--- src/rtl/hsc_pkg.sv ---
package hsc_pkg;
  typedef enum logic [2:0] {
    S_INIT, S_OFF, S_START, S_ON, S_PG, S_RUN, S_BAD
  } hscState_t;

  typedef struct packed {
    logic cntClr;
    logic loadFetOn;
    logic logPwrBad;
  } hscStrobe_t;

  localparam int FB_OV   = 0;
  localparam int FB_UV   = 1;
  localparam int FB_PBAD = 2;
  localparam int FB_EN   = 3;
  localparam int FB_UVLO = 4;
  localparam int FB_EXT  = 7;

  localparam logic [1:0] A_CTRL  = 2'd0;
  localparam logic [1:0] A_FAULT = 2'd1;
  localparam logic [1:0] A_MASK  = 2'd2;
  localparam int CTRL_FET_BIT = 3;
endpackage

--- src/rtl/hsc_datapath.sv ---
module hsc_datapath
  import hsc_pkg::*;
#(
  parameter int TMR_W = 16
) (
  input  logic             clk,
  input  logic             rstN,
  input  logic [TMR_W-1:0] dlyCycles,
  input  hscStrobe_t       stb,
  input  logic             uvloOk,
  input  logic             uvOk,
  input  logic             ovHi,
  input  logic             onPin,
  input  logic             enN,
  input  logic             extFaultN,
  input  logic             wrEn,
  input  logic [1:0]       wrAddr,
  input  logic [7:0]       wrData,
  output logic             fetOn,
  output logic             startDone,
  output logic             wdDone,
  output logic [7:0]       faultReg,
  output logic             alert
);
  localparam int CW = TMR_W + 2;

  logic [CW-1:0] cnt, dlyEnd, wdEnd;
  logic onQ, enQ, primed;
  logic onRise, onFall, enRise, enFall;
  logic [7:0] setV, clrV, alertMask;

  assign dlyEnd = CW'(dlyCycles) - CW'(1);
  assign wdEnd  = {dlyCycles, 2'b00} - CW'(1);
  assign startDone = (cnt == dlyEnd);
  assign wdDone    = (cnt == wdEnd);

  // shared delay counter, saturating
  always_ff @(posedge clk) begin
    if (!rstN)               cnt <= '0;
    else if (stb.cntClr)     cnt <= '0;
    else if (cnt != {CW{1'b1}}) cnt <= cnt + CW'(1);
  end

  // pin edge detection, qualified one cycle after reset
  always_ff @(posedge clk) begin
    if (!rstN) begin
      onQ <= 1'b0; enQ <= 1'b0; primed <= 1'b0;
    end else begin
      onQ <= onPin; enQ <= enN; primed <= 1'b1;
    end
  end

  assign onRise = primed & onPin & ~onQ;
  assign onFall = primed & ~onPin & onQ;
  assign enRise = primed & enN & ~enQ;
  assign enFall = primed & ~enN & enQ;

  // FET-on control bit
  always_ff @(posedge clk) begin
    if (!rstN)                fetOn <= 1'b0;
    else if (stb.loadFetOn)   fetOn <= onPin;
    else if (enFall)          fetOn <= onPin;
    else if (onRise)          fetOn <= 1'b1;
    else if (onFall)          fetOn <= 1'b0;
    else if (wrEn && wrAddr == A_CTRL) fetOn <= wrData[CTRL_FET_BIT];
  end

  // sticky fault register, set wins over clear
  always_comb begin
    setV = '0;
    setV[FB_OV]   = ovHi;
    setV[FB_UV]   = ~uvOk;
    setV[FB_PBAD] = stb.logPwrBad;
    setV[FB_EN]   = enRise | enFall;
    setV[FB_UVLO] = ~uvloOk;
    setV[FB_EXT]  = ~extFaultN;
    clrV = ((onFall | enFall) ? 8'hFF : 8'h00) |
           ((wrEn && wrAddr == A_FAULT) ? wrData : 8'h00);
  end

  always_ff @(posedge clk) begin
    if (!rstN) faultReg <= '0;
    else       faultReg <= (faultReg & ~clrV) | setV;
  end

  always_ff @(posedge clk) begin
    if (!rstN)                          alertMask <= '0;
    else if (wrEn && wrAddr == A_MASK)  alertMask <= wrData;
  end

  assign alert = |(faultReg & alertMask);

  AST_EXT_LATCH: assert property (@(posedge clk) disable iff (!rstN)
    !extFaultN |=> faultReg[FB_EXT]);
  AST_OV_LOGGED: assert property (@(posedge clk) disable iff (!rstN)
    ovHi |=> faultReg[FB_OV]);
endmodule

--- src/rtl/hsc_ctrl.sv ---
module hsc_ctrl
  import hsc_pkg::*;
(
  input  logic       clk,
  input  logic       rstN,
  input  logic       uvloOk,
  input  logic       uvOk,
  input  logic       ovHi,
  input  logic       enN,
  input  logic       drainLow,
  input  logic       gateHigh,
  input  logic       pgInN,
  input  logic       fetOn,
  input  logic       startDone,
  input  logic       wdDone,
  input  logic       pwrBadBit,
  output hscStrobe_t stb,
  output logic       gateEn,
  output logic       fastPull,
  output logic       pwrGood
);
  hscState_t state, nextState;
  logic runOk, gateOnNow, pulse, pgSet, pgClr;

  assign runOk     = uvOk & ~ovHi & ~enN & fetOn;
  assign gateOnNow = (state == S_ON) || (state == S_PG) || (state == S_RUN);
  assign gateEn    = gateOnNow;

  always_comb begin
    nextState = state;
    stb   = '0;
    pulse = 1'b0;
    pgSet = 1'b0;
    pgClr = 1'b0;
    if (!uvloOk) begin
      nextState  = S_INIT;
      stb.cntClr = 1'b1;
      pulse      = gateOnNow;
      pgClr      = 1'b1;
    end else if (gateOnNow && !runOk) begin
      nextState  = S_OFF;
      stb.cntClr = 1'b1;
      pulse      = 1'b1;
      pgClr      = ~ovHi;
    end else begin
      case (state)
        S_INIT: if (startDone) begin
          nextState = S_OFF; stb.cntClr = 1'b1; stb.loadFetOn = 1'b1;
        end
        S_OFF: if (runOk) begin
          nextState = S_START; stb.cntClr = 1'b1;
        end
        S_START: begin
          if (!runOk) begin
            nextState = S_OFF; stb.cntClr = 1'b1;
          end else if (startDone) begin
            nextState = S_ON; stb.cntClr = 1'b1;
          end
        end
        S_ON: begin
          if (!(gateHigh && drainLow)) stb.cntClr = 1'b1;
          else if (startDone) begin
            nextState = S_PG; stb.cntClr = 1'b1; pgSet = 1'b1;
          end
        end
        S_PG: begin
          if (!pgInN) nextState = S_RUN;
          else if (wdDone) begin
            nextState = S_BAD; stb.cntClr = 1'b1; stb.logPwrBad = 1'b1;
            pulse = 1'b1; pgClr = 1'b1;
          end
        end
        S_RUN: nextState = S_RUN;
        S_BAD: if (!pwrBadBit) begin
          nextState = S_OFF; stb.cntClr = 1'b1;
        end
        default: nextState = S_INIT;
      endcase
    end
  end

  always_ff @(posedge clk) begin
    if (!rstN) begin
      state <= S_INIT; fastPull <= 1'b0; pwrGood <= 1'b0;
    end else begin
      state    <= nextState;
      fastPull <= pulse;
      if (pgClr)      pwrGood <= 1'b0;
      else if (pgSet) pwrGood <= 1'b1;
    end
  end

  AST_UVLO_OFF: assert property (@(posedge clk) disable iff (!rstN)
    !uvloOk |=> !gateEn);
  AST_OV_OFF: assert property (@(posedge clk) disable iff (!rstN)
    ovHi |=> !gateEn);
  AST_PULSE_ONE: assert property (@(posedge clk) disable iff (!rstN)
    fastPull |=> !fastPull);
  AST_PG_OV_KEEP: assert property (@(posedge clk) disable iff (!rstN)
    (pwrGood && ovHi && uvloOk) |=> pwrGood);
  AST_BAD_HOLD: assert property (@(posedge clk) disable iff (!rstN)
    (state == S_BAD && pwrBadBit) |=> !gateEn);
endmodule

--- src/rtl/hsc_top.sv ---
module hsc_top
  import hsc_pkg::*;
#(
  parameter int TMR_W = 16
) (
  input  logic             clk,
  input  logic             rstN,
  input  logic [TMR_W-1:0] dlyCycles,
  input  logic             uvloOk,
  input  logic             uvOk,
  input  logic             ovHi,
  input  logic             drainLow,
  input  logic             gateHigh,
  input  logic             onPin,
  input  logic             enN,
  input  logic             pgInN,
  input  logic             extFaultN,
  input  logic             wrEn,
  input  logic [1:0]       wrAddr,
  input  logic [7:0]       wrData,
  output logic             gateEn,
  output logic             fastPull,
  output logic             pwrGood,
  output logic             alert,
  output logic [7:0]       faultReg
);
  hscStrobe_t stb;
  logic fetOn, startDone, wdDone;

  hsc_datapath #(.TMR_W(TMR_W)) uData (
    .clk(clk), .rstN(rstN), .dlyCycles(dlyCycles), .stb(stb),
    .uvloOk(uvloOk), .uvOk(uvOk), .ovHi(ovHi), .onPin(onPin), .enN(enN),
    .extFaultN(extFaultN), .wrEn(wrEn), .wrAddr(wrAddr), .wrData(wrData),
    .fetOn(fetOn), .startDone(startDone), .wdDone(wdDone),
    .faultReg(faultReg), .alert(alert)
  );

  hsc_ctrl uCtrl (
    .clk(clk), .rstN(rstN), .uvloOk(uvloOk), .uvOk(uvOk), .ovHi(ovHi),
    .enN(enN), .drainLow(drainLow), .gateHigh(gateHigh), .pgInN(pgInN),
    .fetOn(fetOn), .startDone(startDone), .wdDone(wdDone),
    .pwrBadBit(faultReg[FB_PBAD]), .stb(stb), .gateEn(gateEn),
    .fastPull(fastPull), .pwrGood(pwrGood)
  );
endmodule

--- config.mk ---
export PLATFORM = sky130hd
export DESIGN_NAME = hsc_top
export DESIGN_NICKNAME = d
export VERILOG_FILES = /design/src/rtl/hsc_pkg.sv /design/src/rtl/hsc_datapath.sv /design/src/rtl/hsc_ctrl.sv /design/src/rtl/hsc_top.sv
export SDC_FILE = /design/constraint.sdc
export NUM_CORES = 1
export LEC_CHECK = 0
export BUFFER_PORTS_ARGS = -buffer_cell sky130_fd_sc_hd__buf_4
export CORE_UTILIZATION = 52
export CTS_CLUSTER_SIZE = 30
export DETAILED_ROUTE_END_ITERATION = 16
export HOLD_SLACK_MARGIN = 0.12
export PLACE_DENSITY_LB_ADDON = 0.12
export REMOVE_ABC_BUFFERS = 1
export SETUP_SLACK_MARGIN = 0.02
export SYNTH_ARGS = -nofsm -noshare
export SYNTH_HDL_FRONTEND = slang
export SYNTH_SLANG_ARGS = --single-unit
--- constraint.sdc ---
create_clock -name clk -period 3.5 [get_ports clk]
set_clock_uncertainty 0.1 [all_clocks]
set_input_delay 0.35 -clock clk [delete_from_list [all_inputs] [get_ports clk]]
set_output_delay 0.35 -clock clk [all_outputs]
set_load 0.01 [all_outputs]
==> impl_metrics.csv <==
group,metric,value,unit
critical_path,crit_arrival,3320,ps
clock_tree,cts_made_buffers,5,
power,switching_share,25.8,%
floorplan,die_x,79.0,um
routing,ant_nets,0,
logic_synthesis,synthMostInstantiatedCell,"nor2_1",
logic_synthesis,yosys_warnings,0,
logic_synthesis,synthTopCellsByArea,"dfxtp_1 28%, xnor2_1 8.2%, nor2_1 6.1%, xor2_1 5.1%, nand2_1 4.6%",
critical_path,worst_setup_path_start_kind,"input pin",
timing,finalSetupViolations,0,
critical_path,end_kind,"register",
power,p_per_area,294,mW/mm^2
finish,regArea,861,sq um
global_route,gr-total-overflow,0,
critical_path,ff2ff_setup_slack,720,ps
power,pwr-share-seq,47.4,%
finish,area_growth_syn_to_layout,18.9,%
routing,wl_per_cell,15.0,um
critical_path,crit_type,"in2reg",
power,ir_drop,0.195,mV
worst_hold_path,min_to,"uData.faultReg[1]$_SDFF_PN0_",
finish,multi_input_area,0.00203,sq mm
timing,fin_crit,3180,ps
clock_tree,root_buffer,"clkbuf_8",
power,p_sw,0.000278,W
floorplan,die-area,0.00624,sq mm
outcome,status,"complete, no violations",
clock_tree,postCtsHoldBufs,2,
worst_hold_path,hold_class,"in2reg",
critical_path,r2r_end,"uCtrl.state[1]$_SDFFE_PP0P_",
worst_hold_path,holdPathStages,2,
floorplan,initial_core_util,55.0,%
global_route,antenna_found_initial,0,
routing,drtIter0Drc,123,
clock_tree,cts.htree.levels,2,
logic_synthesis,ys_seq_area_share,27.9,%
global_route,grt_first_pass_wirelength,13.2,mm
finish,n_fill_cell,522,
global_route,grt_max_degree,19,
routing,firstDrtPassIters,5,
clock_tree,post-cts-setup-buffers,0,
global_route,grt_pass1_vias,2862,
timing,clock.fmax,314,MHz
clock_tree,clock-sinks,43,
finish,fin_util,65.3,%
routing,routed_via_density,5.82,
finish,drive_gt1_share,17.9,%
power,p_int,0.000798,W
logic_synthesis,synth_area,0.00308,sq mm
critical_path,r2r-start,"uData.cnt[13]$_SDFFE_PP0P_",
power,p_leak,1.38,nW
logic_synthesis,synth_top_area_share,27.9,%
logic_synthesis,synth_common_cells,"50 x nor2_1, 43 x dfxtp_1, 38 x nand2_1",
power,power_frac_comb,16.0,%
critical_path,path_max_fanout,7,
logic_synthesis,synth-edff-count,0,
clock_tree,cts_resized,0,
routing,vias,3079,
timing,hold_violations,0,
logic_synthesis,yosysTopAreaCell,"dfxtp_1",
floorplan,dieHeight,79.0,um
placement,hpwlAfterDp,6.14,mm
logic_synthesis,avgSynthCellArea,7.50,sq um
logic_synthesis,synth.distinct_cells,63,
clock_tree,clkTransAtPathRegs,90,ps
placement,port-buffer-count,49,
critical_path,worstPathRequired,3640,ps
flow_run,max-cap-violations,0,
timing,tns,0,ps
logic_synthesis,ys_ff_latch,43,
clock_tree,clockBufferDepth,2,
routing,post-route-drc-count,0,
power,p_clk_share,36.6,%
placement,gp_congestion,0.938,
timing,rsz0062_at_grt,"false",
clock_tree,tritoncts,"done",
timing,worstMarginPinSlew,948,ps
routing,wl,7.95,mm
worst_hold_path,hp-start,"uvOk",
timing,slew_headroom,35.9,%
timing,drv_slew,0,
clock_tree,insertion_delay,310,ps
floorplan,core,0.00561,sq mm
floorplan,rows,27,
global_route,gr-usage-all-layers,26.6,%
logic_synthesis,syn_inst,411,
critical_path,rr_worst_depth,9,
finish,num_antenna_cells,0,
floorplan,io_pins,50,
logic_synthesis,synth_ff_type,"dfxtp_1",
timing,fin_crit_sh,91.0,%
finish,nNetsFinal,496,
logic_synthesis,async_flop_share,0,%
layout make-up:
cell class | count | share of cell area, %
flip-flops and latches | 43 | 23.5
repair buffers | 65 | 13.8
clock inverters | 3 | 1.20
inverters | 16 | 1.64
clock buffers | 5 | 1.88
well taps | 72 | 2.46
multi-input cells | 325 | 55.5
per-layer routing:
metal / part of all wire [%] / global-route usage (%)
met1: 44 / 32.4
met5: 0 / 0
met3: 4.8 / 4.60
met2: 49 / 46.2
met4: 2.0 / 10.4
worst max-delay path by stage:
| stage | slack, ps | from | endpoint |
|---|---|---|---|
| floorplan | 270 | dlyCycles[0] | uCtrl.state[1]$_SDFFE_PP0P_ |
| global placement | 130 | dlyCycles[0] | uCtrl.state[1]$_SDFFE_PP0P_ |
| detailed placement | 50 | dlyCycles[0] | uCtrl.state[1]$_SDFFE_PP0P_ |
| CTS | 360 | dlyCycles[0] | uCtrl.state[1]$_SDFFE_PP0P_ |
| global route | 130 | dlyCycles[0] | uCtrl.state[1]$_SDFFE_PP0P_ |
| finish | 320 | dlyCycles[0] | uCtrl.state[1]$_SDFFE_PP0P_ |
registers in the layout, summed over array words and instances, names as in the netlist:
signal / cells
uData.cnt: 18
uData.alertMask: 8
uData.faultReg: 8
uCtrl.state: 3
uCtrl.fastPull: 1
uCtrl.pwrGood: 1
uData.enQ: 1
uData.fetOn: 1
uData.onQ: 1
uData.primed: 1
power groups by stage:
stage	clock (W)	combinational (W)	sequential (W)
final	0.000394	0.000172	0.000510
after global routing	0.000423	0.000189	0.000511
after CTS	0.000399	0.000172	0.000509
after detailed placement	0	0.000170	0.000521
after global placement	0	0.000167	0.000521
after floorplan	0	0.0000805	0.000521
kinds of logic after synthesis:
kind of cell	synth area share, %
XOR/XNOR	13.4
multiplexers	3.90
flip-flops	27.9
AND/OR/NAND/NOR	30.0
adder cells (fa/ha/maj)	0.812
buffers and inverters	6.05
AO/OA/AOI/OAI	17.9
layout by cell type, fill, tap and decap left out, types with 8 or more instances in the layout:
cell type and instances:
nor4_1 10, nor2_1 50, a21oi_1 27, xor2_1 18
mux2i_1 12, inv_1 16, xnor2_1 29, nand3_1 18
o21ai_0 15, buf_4 62, nor3_1 11, dfxtp_1 43
nand2_1 38, a31oi_1 8
through the flow:
stage               worst slack [ps]  cell area (sq um)  hold slack (ps)  total power (W)  cells
finish                           316               3660              138          0.00108    529
global route                     127               3660              144          0.00112    529
CTS                              358               3660              134          0.00108    529
detailed placement              48.6               3530              341         0.000691    519
global placement                 130               3530              339         0.000688    519
floorplan                        270               2960              278         0.000601    384
critical path, cell delays in order:
cell and delay [ps]:
buf_4 140, inv_1 50, ha_1 150, or3b_1 370, or4_1 660, xnor2_1 210
o32ai_1 120, a211oi_1 290, and4_4 300, a31oi_1 110, o41a_1 410, nor3_1 170
No activity file was read; power rests on OpenSTA's default activity.
